--- config.mk ---
export PLATFORM = sky130hd
export DESIGN_NAME = dram_tmg_sel
export DESIGN_NICKNAME = d
export VERILOG_FILES = /design/src/rtl/tsel_pkg.sv /design/src/rtl/tsel_classify.sv /design/src/rtl/tsel_ctrl.sv /design/src/rtl/tsel_rom.sv /design/src/rtl/dram_tmg_sel.sv
export SDC_FILE = /design/constraint.sdc
export NUM_CORES = 1
export LEC_CHECK = 0
export BUFFER_PORTS_ARGS = -buffer_cell sky130_fd_sc_hd__clkbuf_2
export CAP_MARGIN = 15
export CORE_MARGIN = 3
export CORE_UTILIZATION = 47
export DETAILED_ROUTE_END_ITERATION = 16
export PLACE_DENSITY = 0.77
export SYNTH_ARGS = -nofsm -noshare
export SYNTH_HDL_FRONTEND = slang
export SYNTH_HIERARCHICAL = 1
export SYNTH_SLANG_ARGS = --single-unit
--- constraint.sdc ---
create_clock -name clk -period 4.2 [get_ports clk]
set_input_delay 0.42 -clock clk [delete_from_list [all_inputs] [get_ports clk]]
set_output_delay 0.42 -clock clk [all_outputs]
set_load 0.05 [all_outputs]
--- src/rtl/tsel_pkg.sv ---
`timescale 1ns/1ps
package tsel_pkg;

  typedef enum logic [1:0] {
    MV_HOLD   = 2'd0,
    MV_SLOWER = 2'd1,
    MV_FASTER = 2'd2
  } move_e;

  // Round a picosecond figure up to whole clock cycles.
  function automatic int unsigned ps_to_cyc(input int unsigned ps, input int unsigned clk_ps);
    return (ps + clk_ps - 1) / clk_ps;
  endfunction

endpackage

--- src/rtl/tsel_classify.sv ---
`timescale 1ns/1ps
module tsel_classify
  import tsel_pkg::*;
#(
  parameter int NSETS  = 3,
  parameter int TEMP_W = 8,
  parameter int HYST   = 2,
  parameter int IDX_W  = 2,
  parameter logic [NSETS*TEMP_W-1:0] LIMITS = '0
) (
  input  logic              temp_valid_i,
  input  logic [TEMP_W-1:0] temp_i,
  input  logic [IDX_W-1:0]  cur_i,
  output logic [IDX_W-1:0]  nxt_o,
  output move_e             move_o
);

  localparam logic [IDX_W-1:0] WORST = IDX_W'(NSETS - 1);

  logic [IDX_W-1:0]  up_idx;
  logic [IDX_W-1:0]  dn_idx;
  logic [TEMP_W:0]   temp_ext;
  logic [TEMP_W:0]   temp_hyst;

  assign temp_ext  = {1'b0, temp_i};
  assign temp_hyst = temp_ext + (TEMP_W+1)'(HYST);

  // Lowest set whose limit covers the reading (up) and the reading plus margin (dn).
  always_comb begin
    up_idx = WORST;
    dn_idx = WORST;
    for (int i = NSETS - 1; i >= 0; i--) begin
      if (temp_ext  <= {1'b0, LIMITS[i*TEMP_W +: TEMP_W]}) up_idx = IDX_W'(i);
      if (temp_hyst <= {1'b0, LIMITS[i*TEMP_W +: TEMP_W]}) dn_idx = IDX_W'(i);
    end
    if (!temp_valid_i) begin
      up_idx = WORST;
      dn_idx = WORST;
    end
  end

  always_comb begin
    move_o = MV_HOLD;
    nxt_o  = cur_i;
    if (up_idx > cur_i) begin
      move_o = MV_SLOWER;
      nxt_o  = up_idx;
    end else if (dn_idx < cur_i) begin
      move_o = MV_FASTER;
      nxt_o  = dn_idx;
    end
  end

endmodule

--- src/rtl/tsel_ctrl.sv ---
`timescale 1ns/1ps
module tsel_ctrl
  import tsel_pkg::*;
#(
  parameter int NSETS = 3,
  parameter int NBANK = 8,
  parameter int IDX_W = 2
) (
  input  logic             clk,
  input  logic             rst_n,
  input  move_e            move_i,
  input  logic [IDX_W-1:0] nxt_i,
  input  logic [NBANK-1:0] busy_i,
  output logic [IDX_W-1:0] cur_o
);

  localparam logic [IDX_W-1:0] WORST = IDX_W'(NSETS - 1);

  logic [IDX_W-1:0] cur_q;
  logic [IDX_W-1:0] cur_d;
  logic             cur_en;
  logic             all_idle;

  assign all_idle = (busy_i == '0);

  always_comb begin
    cur_d = cur_q;
    unique case (move_i)
      MV_SLOWER: cur_d = nxt_i;
      MV_FASTER: if (all_idle) cur_d = nxt_i;
      default:   cur_d = cur_q;
    endcase
    cur_en = (cur_d != cur_q);
  end

  always_ff @(posedge clk or negedge rst_n) begin
    if (!rst_n) begin
      cur_q <= WORST;
    end else if (cur_en) begin
      cur_q <= cur_d;
    end
  end

  assign cur_o = cur_q;

  AST_SLOWER_NOW: assert property (@(posedge clk) disable iff (!rst_n)
    (move_i == MV_SLOWER) |=> (cur_q == $past(nxt_i)));

  AST_FASTER_IDLE: assert property (@(posedge clk) disable iff (!rst_n)
    (cur_q < $past(cur_q)) |-> ($past(busy_i) == '0));

  AST_BUSY_HOLD: assert property (@(posedge clk) disable iff (!rst_n)
    ((move_i == MV_FASTER) && (busy_i != '0)) |=> $stable(cur_q));

endmodule

--- src/rtl/tsel_rom.sv ---
`timescale 1ns/1ps
module tsel_rom
  import tsel_pkg::*;
#(
  parameter int NSETS  = 3,
  parameter int IDX_W  = 2,
  parameter int CNT_W  = 6,
  parameter int CLK_PS = 1250,
  parameter logic [NSETS*32-1:0] RCD_PS = '0,
  parameter logic [NSETS*32-1:0] RAS_PS = '0,
  parameter logic [NSETS*32-1:0] WR_PS  = '0,
  parameter logic [NSETS*32-1:0] RP_PS  = '0
) (
  input  logic [IDX_W-1:0] idx_i,
  output logic [CNT_W-1:0] rcd_o,
  output logic [CNT_W-1:0] ras_o,
  output logic [CNT_W-1:0] wr_o,
  output logic [CNT_W-1:0] rp_o
);

  logic [CNT_W-1:0] rcd_tab [NSETS];
  logic [CNT_W-1:0] ras_tab [NSETS];
  logic [CNT_W-1:0] wr_tab  [NSETS];
  logic [CNT_W-1:0] rp_tab  [NSETS];

  for (genvar g = 0; g < NSETS; g++) begin : g_set
    localparam int unsigned RCD_C = ps_to_cyc(RCD_PS[g*32 +: 32], CLK_PS);
    localparam int unsigned RAS_C = ps_to_cyc(RAS_PS[g*32 +: 32], CLK_PS);
    localparam int unsigned WR_C  = ps_to_cyc(WR_PS[g*32 +: 32],  CLK_PS);
    localparam int unsigned RP_C  = ps_to_cyc(RP_PS[g*32 +: 32],  CLK_PS);
    assign rcd_tab[g] = CNT_W'(RCD_C);
    assign ras_tab[g] = CNT_W'(RAS_C);
    assign wr_tab[g]  = CNT_W'(WR_C);
    assign rp_tab[g]  = CNT_W'(RP_C);
  end

  always_comb begin
    rcd_o = rcd_tab[NSETS-1];
    ras_o = ras_tab[NSETS-1];
    wr_o  = wr_tab[NSETS-1];
    rp_o  = rp_tab[NSETS-1];
    for (int i = 0; i < NSETS; i++) begin
      if (idx_i == IDX_W'(i)) begin
        rcd_o = rcd_tab[i];
        ras_o = ras_tab[i];
        wr_o  = wr_tab[i];
        rp_o  = rp_tab[i];
      end
    end
  end

endmodule

--- src/rtl/dram_tmg_sel.sv ---
`timescale 1ns/1ps
module dram_tmg_sel
  import tsel_pkg::*;
#(
  parameter int NSETS  = 3,
  parameter int NBANK  = 8,
  parameter int TEMP_W = 8,
  parameter int CNT_W  = 6,
  parameter int HYST   = 2,
  parameter int CLK_PS = 1250,
  parameter logic [NSETS*TEMP_W-1:0] LIMITS = {8'd85, 8'd65, 8'd45},
  parameter logic [NSETS*32-1:0] RCD_PS = {32'd13750, 32'd12500, 32'd11400},
  parameter logic [NSETS*32-1:0] RAS_PS = {32'd35000, 32'd28000, 32'd22050},
  parameter logic [NSETS*32-1:0] WR_PS  = {32'd15000, 32'd10000, 32'd6900},
  parameter logic [NSETS*32-1:0] RP_PS  = {32'd13750, 32'd11250, 32'd8940},
  localparam int IDX_W = (NSETS > 1) ? $clog2(NSETS) : 1
) (
  input  logic              clk,
  input  logic              rst_n,
  input  logic              temp_valid,
  input  logic [TEMP_W-1:0] temp_c,
  input  logic [NBANK-1:0]  bank_busy,
  output logic [IDX_W-1:0]  set_idx,
  output logic [CNT_W-1:0]  t_rcd,
  output logic [CNT_W-1:0]  t_ras,
  output logic [CNT_W-1:0]  t_wr,
  output logic [CNT_W-1:0]  t_rp
);

  logic [IDX_W-1:0] cur_idx;
  logic [IDX_W-1:0] nxt_idx;
  move_e            move;

  tsel_classify #(
    .NSETS(NSETS), .TEMP_W(TEMP_W), .HYST(HYST), .IDX_W(IDX_W), .LIMITS(LIMITS)
  ) u_classify (
    .temp_valid_i(temp_valid),
    .temp_i      (temp_c),
    .cur_i       (cur_idx),
    .nxt_o       (nxt_idx),
    .move_o      (move)
  );

  tsel_ctrl #(
    .NSETS(NSETS), .NBANK(NBANK), .IDX_W(IDX_W)
  ) u_ctrl (
    .clk   (clk),
    .rst_n (rst_n),
    .move_i(move),
    .nxt_i (nxt_idx),
    .busy_i(bank_busy),
    .cur_o (cur_idx)
  );

  tsel_rom #(
    .NSETS(NSETS), .IDX_W(IDX_W), .CNT_W(CNT_W), .CLK_PS(CLK_PS),
    .RCD_PS(RCD_PS), .RAS_PS(RAS_PS), .WR_PS(WR_PS), .RP_PS(RP_PS)
  ) u_rom (
    .idx_i(cur_idx),
    .rcd_o(t_rcd),
    .ras_o(t_ras),
    .wr_o (t_wr),
    .rp_o (t_rp)
  );

  assign set_idx = cur_idx;

  AST_INVALID_WORST: assert property (@(posedge clk) disable iff (!rst_n)
    !temp_valid |=> (set_idx == IDX_W'(NSETS - 1)));

  AST_FASTER_NEEDS_VALID: assert property (@(posedge clk) disable iff (!rst_n)
    (set_idx < $past(set_idx)) |-> $past(temp_valid));

endmodule

==> results of run 1 <==
[placed cells by master (no fill, tap or decap), drive strengths merged, types with 2 or more instances in the layout]
master / instances
o21ai: 5
nor2b: 3
nand4: 2
a21o: 5
nor3: 3
inv: 9
nand2: 10
o22ai: 2
ha: 10
nand3: 4
a21oi: 8
nor4: 3
nand2b: 2
and4: 3
clkbuf: 34
a311o: 2
or2: 2
and2: 4
a221o: 2
nor2: 3
conb: 14
[final timing paths]
check	start	to	slack (ns)	cells past startpoint
setup / recovery	temp_c[2]	u_ctrl/cur_o[0]	0.84	15
hold / removal	rst_n	u_ctrl/cur_o[0]	0.51	2
setup reg to reg	u_ctrl/cur_o[1]	u_ctrl/cur_o[0]	1.24	12
hold reg to reg	u_ctrl/cur_o[0]	u_ctrl/cur_o[0]	0.75	1
max in group asynchronous	rst_n	u_ctrl/cur_o[1]	3.50	2
min in group clk	bank_busy[6]	u_ctrl/cur_o[0]	0.60	4
[power groups by stage]
stage	sequential (mW)	clock [mW]	combinational [mW]
floorplan	0.0678	0	0.403
global placement	0.0486	0	0.470
detailed placement	0.0498	0	0.487
CTS	0.0496	0.0516	0.491
global route	0.0526	0.0514	0.529
finish	0.0496	0.0499	0.489
[cell families after synthesis]
group                      synth area share [%]
and+or+nand+nor                            29.8
buffers and inverters                      22.6
AOI/OAI and AO/OA                          25.5
adders and majority gates                  12.6
other                                     0.754
xor gates and xnor gates                   2.51
DFF                                        5.15
muxes                                      1.13
[through the flow]
stage	area, um^2	worst slack [ns]	hold WS, ns	util, %
finish	1080	0.837	0.508	54.4
global route	1080	0.469	0.513	54.4
CTS	1080	0.884	0.503	54.4
detailed placement	1040	0.647	0.212	52.5
global placement	1040	0.815	0.204	52.5
floorplan	1040	1.02	0.124	-
[cell type report]
type / instances / area (um^2) / area share, %
Clock buffer: 4 / 26.3 / 2.44
Inverter: 9 / 33.8 / 3.14
Timing Repair Buffer: 32 / 168 / 15.6
Sequential cell: 2 / 51.3 / 4.76
Tap cell: 27 / 33.8 / 3.14
Multi-Input combinational cell: 106 / 764 / 71.0
[what timing repair did]
item / in CTS / in global routing
hold buffers: 1 / 0
hold endpoints to repair: 1 / 0
setup buffers: 0 / 0
[routing by layer]
metal / routed length, um / global-route usage [%] / up-vias / share of wire, %
met2: 1160 / 31.2 / 45 / 51
met3: 154 / 2.01 / 4 / 6.7
li1: - / - / 486 / -
met5: 0 / 0 / - / 0
met4: 37 / 7.86 / 0 / 1.6
met1: 941 / 22.0 / 447 / 41
[critical path, cell delays in order]
cell      delay, ns
clkbuf_2       0.24
ha_1           0.38
nand2_1        0.11
nor4_1         0.25
o21ai_0        0.15
a21oi_1        0.18
inv_1          0.09
ha_1           0.30
nor3_1         0.07
a221oi_1       0.22
a21oi_1        0.13
ha_1           0.35
nor2b_1        0.08
and4_1         0.20
a311o_1        0.31
==> run_results.csv, run 1 <==
group,metric,value,unit
setup_path,crit_arrival,3.48,ns
final_layout,largest_reg_flops,2,
pwr,power.total,0.589,mW
final_layout,area_delta_synth_final,8.17,%
route,drc,0,
synth,yosys.area.top_type,"buf_4",
pwr,clock_power_share,8.5,%
sta,rsz0062_at_grt,"no",
pwr,seqPwrFrac,8.4,%
synth,yosys_warnings,6,
synth,avgSynthCellArea,7.60,um^2
synth,netlist.area_leader.share,15.1,%
clock_tree,root_buffer,"clkbuf_4",
synth,synthCells,131,
synth,synth_cell_type_count,50,
die,die_x,52.0,um
clock_tree,clk_latency,0.24,ns
setup_path,crit_path_start_kind,"input pin",
sta,setup_tns,0,ns
pwr,p_per_area,546,mW/mm^2
clock_tree,cts_sinks,2,
die,pin_count,45,
synth,synth_edf_count,0,
outcome,outcome,"finished, final reports clean",
route,wl,2290,um
final_layout,stdcell_count,180,
die,num_rows,16,
sta,fin_worst_skew,0.00232,ns
placed_design,hpwlAfterDp,1820,um
clock_tree,cts_resized,0,
pwr,ir_worst_vdd,0.436,mV
route,avgRoutedWirePerCell,12.7,um
pwr,combinationalPowerShare,83.1,%
pwr,p_leak,0.513,nW
route,viasPerCell,5.46,
die,start_util,50.3,%
final_layout,antenna_cells,0,
setup_path,crit_type,"in2reg",
route,drtPass1Iterations,4,
pwr,sw_frac_of_total,64.4,%
sta,clock.fmax,0.297,GHz
die,core-area,0.00198,mm^2
sta,timing.final.crit_period,3.36,ns
setup_path,worstPathRequired,4.32,ns
synth,synth_area_leaders,"buf_4 (15%), ha_1 (13%), nor4_4 (4.3%)",
synth,synthFlopType,"dfstp_2",
setup_path,path_max_fanout,14,
clock_tree,clkTransAtPathRegs,0.03,ns
sta,finalMaxSlewViolations,0,
clock_tree,cts_buffers,3,
synth,yosysSeqAreaShare,5.15,%
global_routing,grt_use_total,18.0,%
route,drtIter0Drc,27,
final_layout,drive_above_1_share,30.1,%
clock_tree,clock_path_buffers,2,
final_layout,fillers,194,
clock_tree,htree_levels,1,
placed_design,dp_cells,175,
synth,async_reset_ff_share,100,%
worst_hold_path,hp-class,"in2async",
sta,setup_violations,0,
synth,synth.most_common_cell,"buf_4",
clock_tree,cts_tree,"built",
global_routing,grt-ovfl-total,0,
run,cap_violations,0,
global_routing,antenna_found_initial,0,
setup_path,end_kind,"flop",
synth,synthTopCellsByCount,"buf_4 (20), ha_1 (10), nand2_1 (10), a21oi_1 (8), inv_1 (8)",
synth,netlist_area,996,um^2
global_routing,grt_pass1_vias,888,
die,die_area,0.00271,mm^2
route,ant_nets,0,
placed_design,gp_congestion,0.828,
sta,hold_viol_final,0,
die,die_y,52.0,um
final_layout,final_net_count,183,
global_routing,grt_pass1_wl,3750,um
global_routing,grt_max_degree,15,
route,vias,982,
pwr,intPower,0.210,mW
placed_design,port_buffers,30,
sta,period_share,80.1,%
synth,synth-seq-cells,2,
pwr,p_switching,0.379,mW
No activity file was read; power rests on OpenSTA's default activity.
==> inputs of run 2 (changes only) <==
CORE_ASPECT_RATIO = 1.75   (was default)
CORE_UTILIZATION = 43   (was 47)
PLACE_DENSITY = 0.74   (was 0.77)
clock period = 2.8 ns   (was 4.2 ns; I/O delays follow)
==> run 2 against run 1 <==
  * First-iteration DRC count decreased by 78%
  * Power increased by 86%
  * Global-route usage increased by 1.9 points
  * Wire length rose by 34%
  * Core utilization increased by 14 points
  * Clock power is 47% higher
  * Worst setup slack lost 0.80 ns
  * Clock skew up 0.0028 ns
  * Critical path type unchanged
==> run_results.csv, run 2 (synthesized netlist as in run 1, its figures left out) <==
group,metric,value,unit
setup_path,worstPathRequired,2.91,ns
sta,setup_tns,0,ns
worst_hold_path,hp-class,"in2async",
placed_design,gp_congestion,0.925,
sta,fin_worst_skew,0.00513,ns
sta,finalWorstSetupSlack,0.0385,ns
pwr,ir_worst_vdd,0.871,mV
setup_path,r2r-start,"u_ctrl/cur_o[1]",
run,cap_violations,0,
setup_path,crit_arrival,2.87,ns
setup_path,crit_start,"temp_c[3]",
outcome,outcome,"finished, final reports clean",
setup_path,cp_slowest_stage_delay,0.33,ns
final_layout,area_delta_synth_final,46.7,%
clock_tree,cts_tree,"built",
setup_path,r2r_setup_slack,0.09,ns
die,die_area,0.00295,mm^2
pwr,p_per_area,751,mW/mm^2
route,avgRoutedWirePerCell,14.7,um
setup_path,crit_type,"in2reg",
route,drtPass1Iterations,4,
die,start_util,46.4,%
route,vias,1135,
sta,setup_violations,0,
setup_path,critPathCapture,"u_ctrl/cur_o[0]",
final_layout,drive_above_1_share,53.0,%
setup_path,cp_slowest_cell,"nor4_1",
die,pin_count,45,
die,core-area,0.00215,mm^2
global_routing,grt_use_total,19.9,%
clock_tree,htree_levels,1,
placed_design,placed_area,0.00131,mm^2
placed_design,hpwlAfterDp,2380,um
global_routing,antenna_found_initial,0,
die,die_x,42.4,um
global_routing,grt_max_degree,13,
final_layout,fillers,177,
pwr,p_leak,0.698,nW
route,drtIter0Drc,6,
route,viasPerCell,5.43,
setup_path,crit_path_start_kind,"input pin",
clock_tree,clock_path_buffers,2,
clock_tree,cts_sinks,2,
die,num_rows,22,
final_layout,antenna_cells,0,
final_layout,largest_reg_flops,2,
placed_design,port_buffers,30,
route,ant_nets,0,
final_layout,layout_commonest_cell,"buf_4",
sta,timing.final.crit_period,2.76,ns
clock_tree,clk_latency,0.23,ns
final_layout,fin_area,0.00146,mm^2
sta,period_share,98.6,%
pwr,power.total,1.10,mW
sta,clock.fmax,0.362,GHz
setup_path,reg2reg_to,"u_ctrl/cur_o[0]",
setup_path,ff2ff_path_depth,14,
final_layout,fin_util,68.1,%
route,wl,3070,um
clock_tree,cts_buffers,3,
sta,finalMaxSlewViolations,0,
clock_tree,root_buffer,"clkbuf_4",
global_routing,grt_pass1_wl,4600,um
final_layout,final_cell_mix,"buf_4 (34), clkbuf_2 (27), conb_1 (14), nand2_1 (10)",
setup_path,end_kind,"flop",
global_routing,grt-ovfl-total,0,
sta,hold_viol_final,0,
setup_path,path_max_fanout,6,
route,drc,0,
setup_path,worstPathCellList,"buf_2, and3_1, nor4_1, o21ai_1, a21oi_2, inv_2, ha_4, nor3_4, o21ai_1, a21oi_2, buf_4, inv_1, ha_1, nand2_1, o21ai_0, a311o_1",
global_routing,grt_pass1_vias,1129,
die,die_y,69.7,um
clock_tree,clkTransAtPathRegs,0.03,ns
final_layout,final_net_count,215,
placed_design,post-place-ws,-0.342,ns
## run 2: worst min path at each step
| stage | startpoint | endpoint | cells past startpoint |
|---|---|---|---|
| final | rst_n | u_ctrl/cur_o[0] | 2 |
| after global placement | rst_n | u_ctrl/cur_o[0] | 1 |
| after global routing | rst_n | u_ctrl/cur_o[0] | 2 |
| after floorplan | rst_n | u_ctrl/cur_o[0] | 0 |
| after detailed placement | rst_n | u_ctrl/cur_o[0] | 1 |
| after CTS | rst_n | u_ctrl/cur_o[0] | 2 |
## run 2: repair_timing
item                                    4_1_cts  5_1_grt
pin swaps                                     5        8
cloned                                        0        0
endpoints found under the setup margin        2        2
resized for setup                             7       16
setup buffers                                 1        2
endpoints found under the hold margin         2        0
hold buffers                                  1        0
## run 2: metal layers
| metal | vias to the layer above | global-route usage, % | share of wire (%) |
|---|---|---|---|
| li1 | 548 | - | - |
| met1 | 521 | 17.5 | 32 |
| met2 | 54 | 36.5 | 59 |
| met3 | 12 | 3.38 | 4.3 |
| met4 | 0 | 16.6 | 4.9 |
| met5 | - | 0 | 0 |
## run 2: report_power, final
group          total, mW  leakage [nW]  internal (mW)  switching [mW]
clock             0.0736        0.0150         0.0532          0.0204
sequential        0.0627        0.0244         0.0490          0.0137
combinational      0.961         0.659          0.347           0.614
total               1.10         0.698          0.449           0.648
## run 2: critical path: cells and delay by family
family,cells,cell delay [ns]
buf+inv,4,0.40
compound gates,6,0.97
fa+ha+maj,2,0.41
simple gates,4,0.82
## run 2: area by class of cell
| class | instances | area [um^2] | area share [%] |
|---|---|---|---|
| inverters | 9 | 33.8 | 2.31 |
| well taps | 24 | 30.0 | 2.05 |
| flip-flops and latches | 2 | 55.1 | 3.77 |
| multi-input cells | 106 | 897 | 61.4 |
| clock buffers | 4 | 26.3 | 1.80 |
| repair buffers | 64 | 419 | 28.7 |
## run 2: through the flow
stage | hold WS, ns | std cells
6_report | 0.392 | 209
5_1_grt | 0.387 | 209
4_1_cts | 0.362 | 207
3_5_place_dp | 0.0736 | 201
3_3_place_gp | 0.0689 | 201
2_1_floorplan | -0.0156 | 143
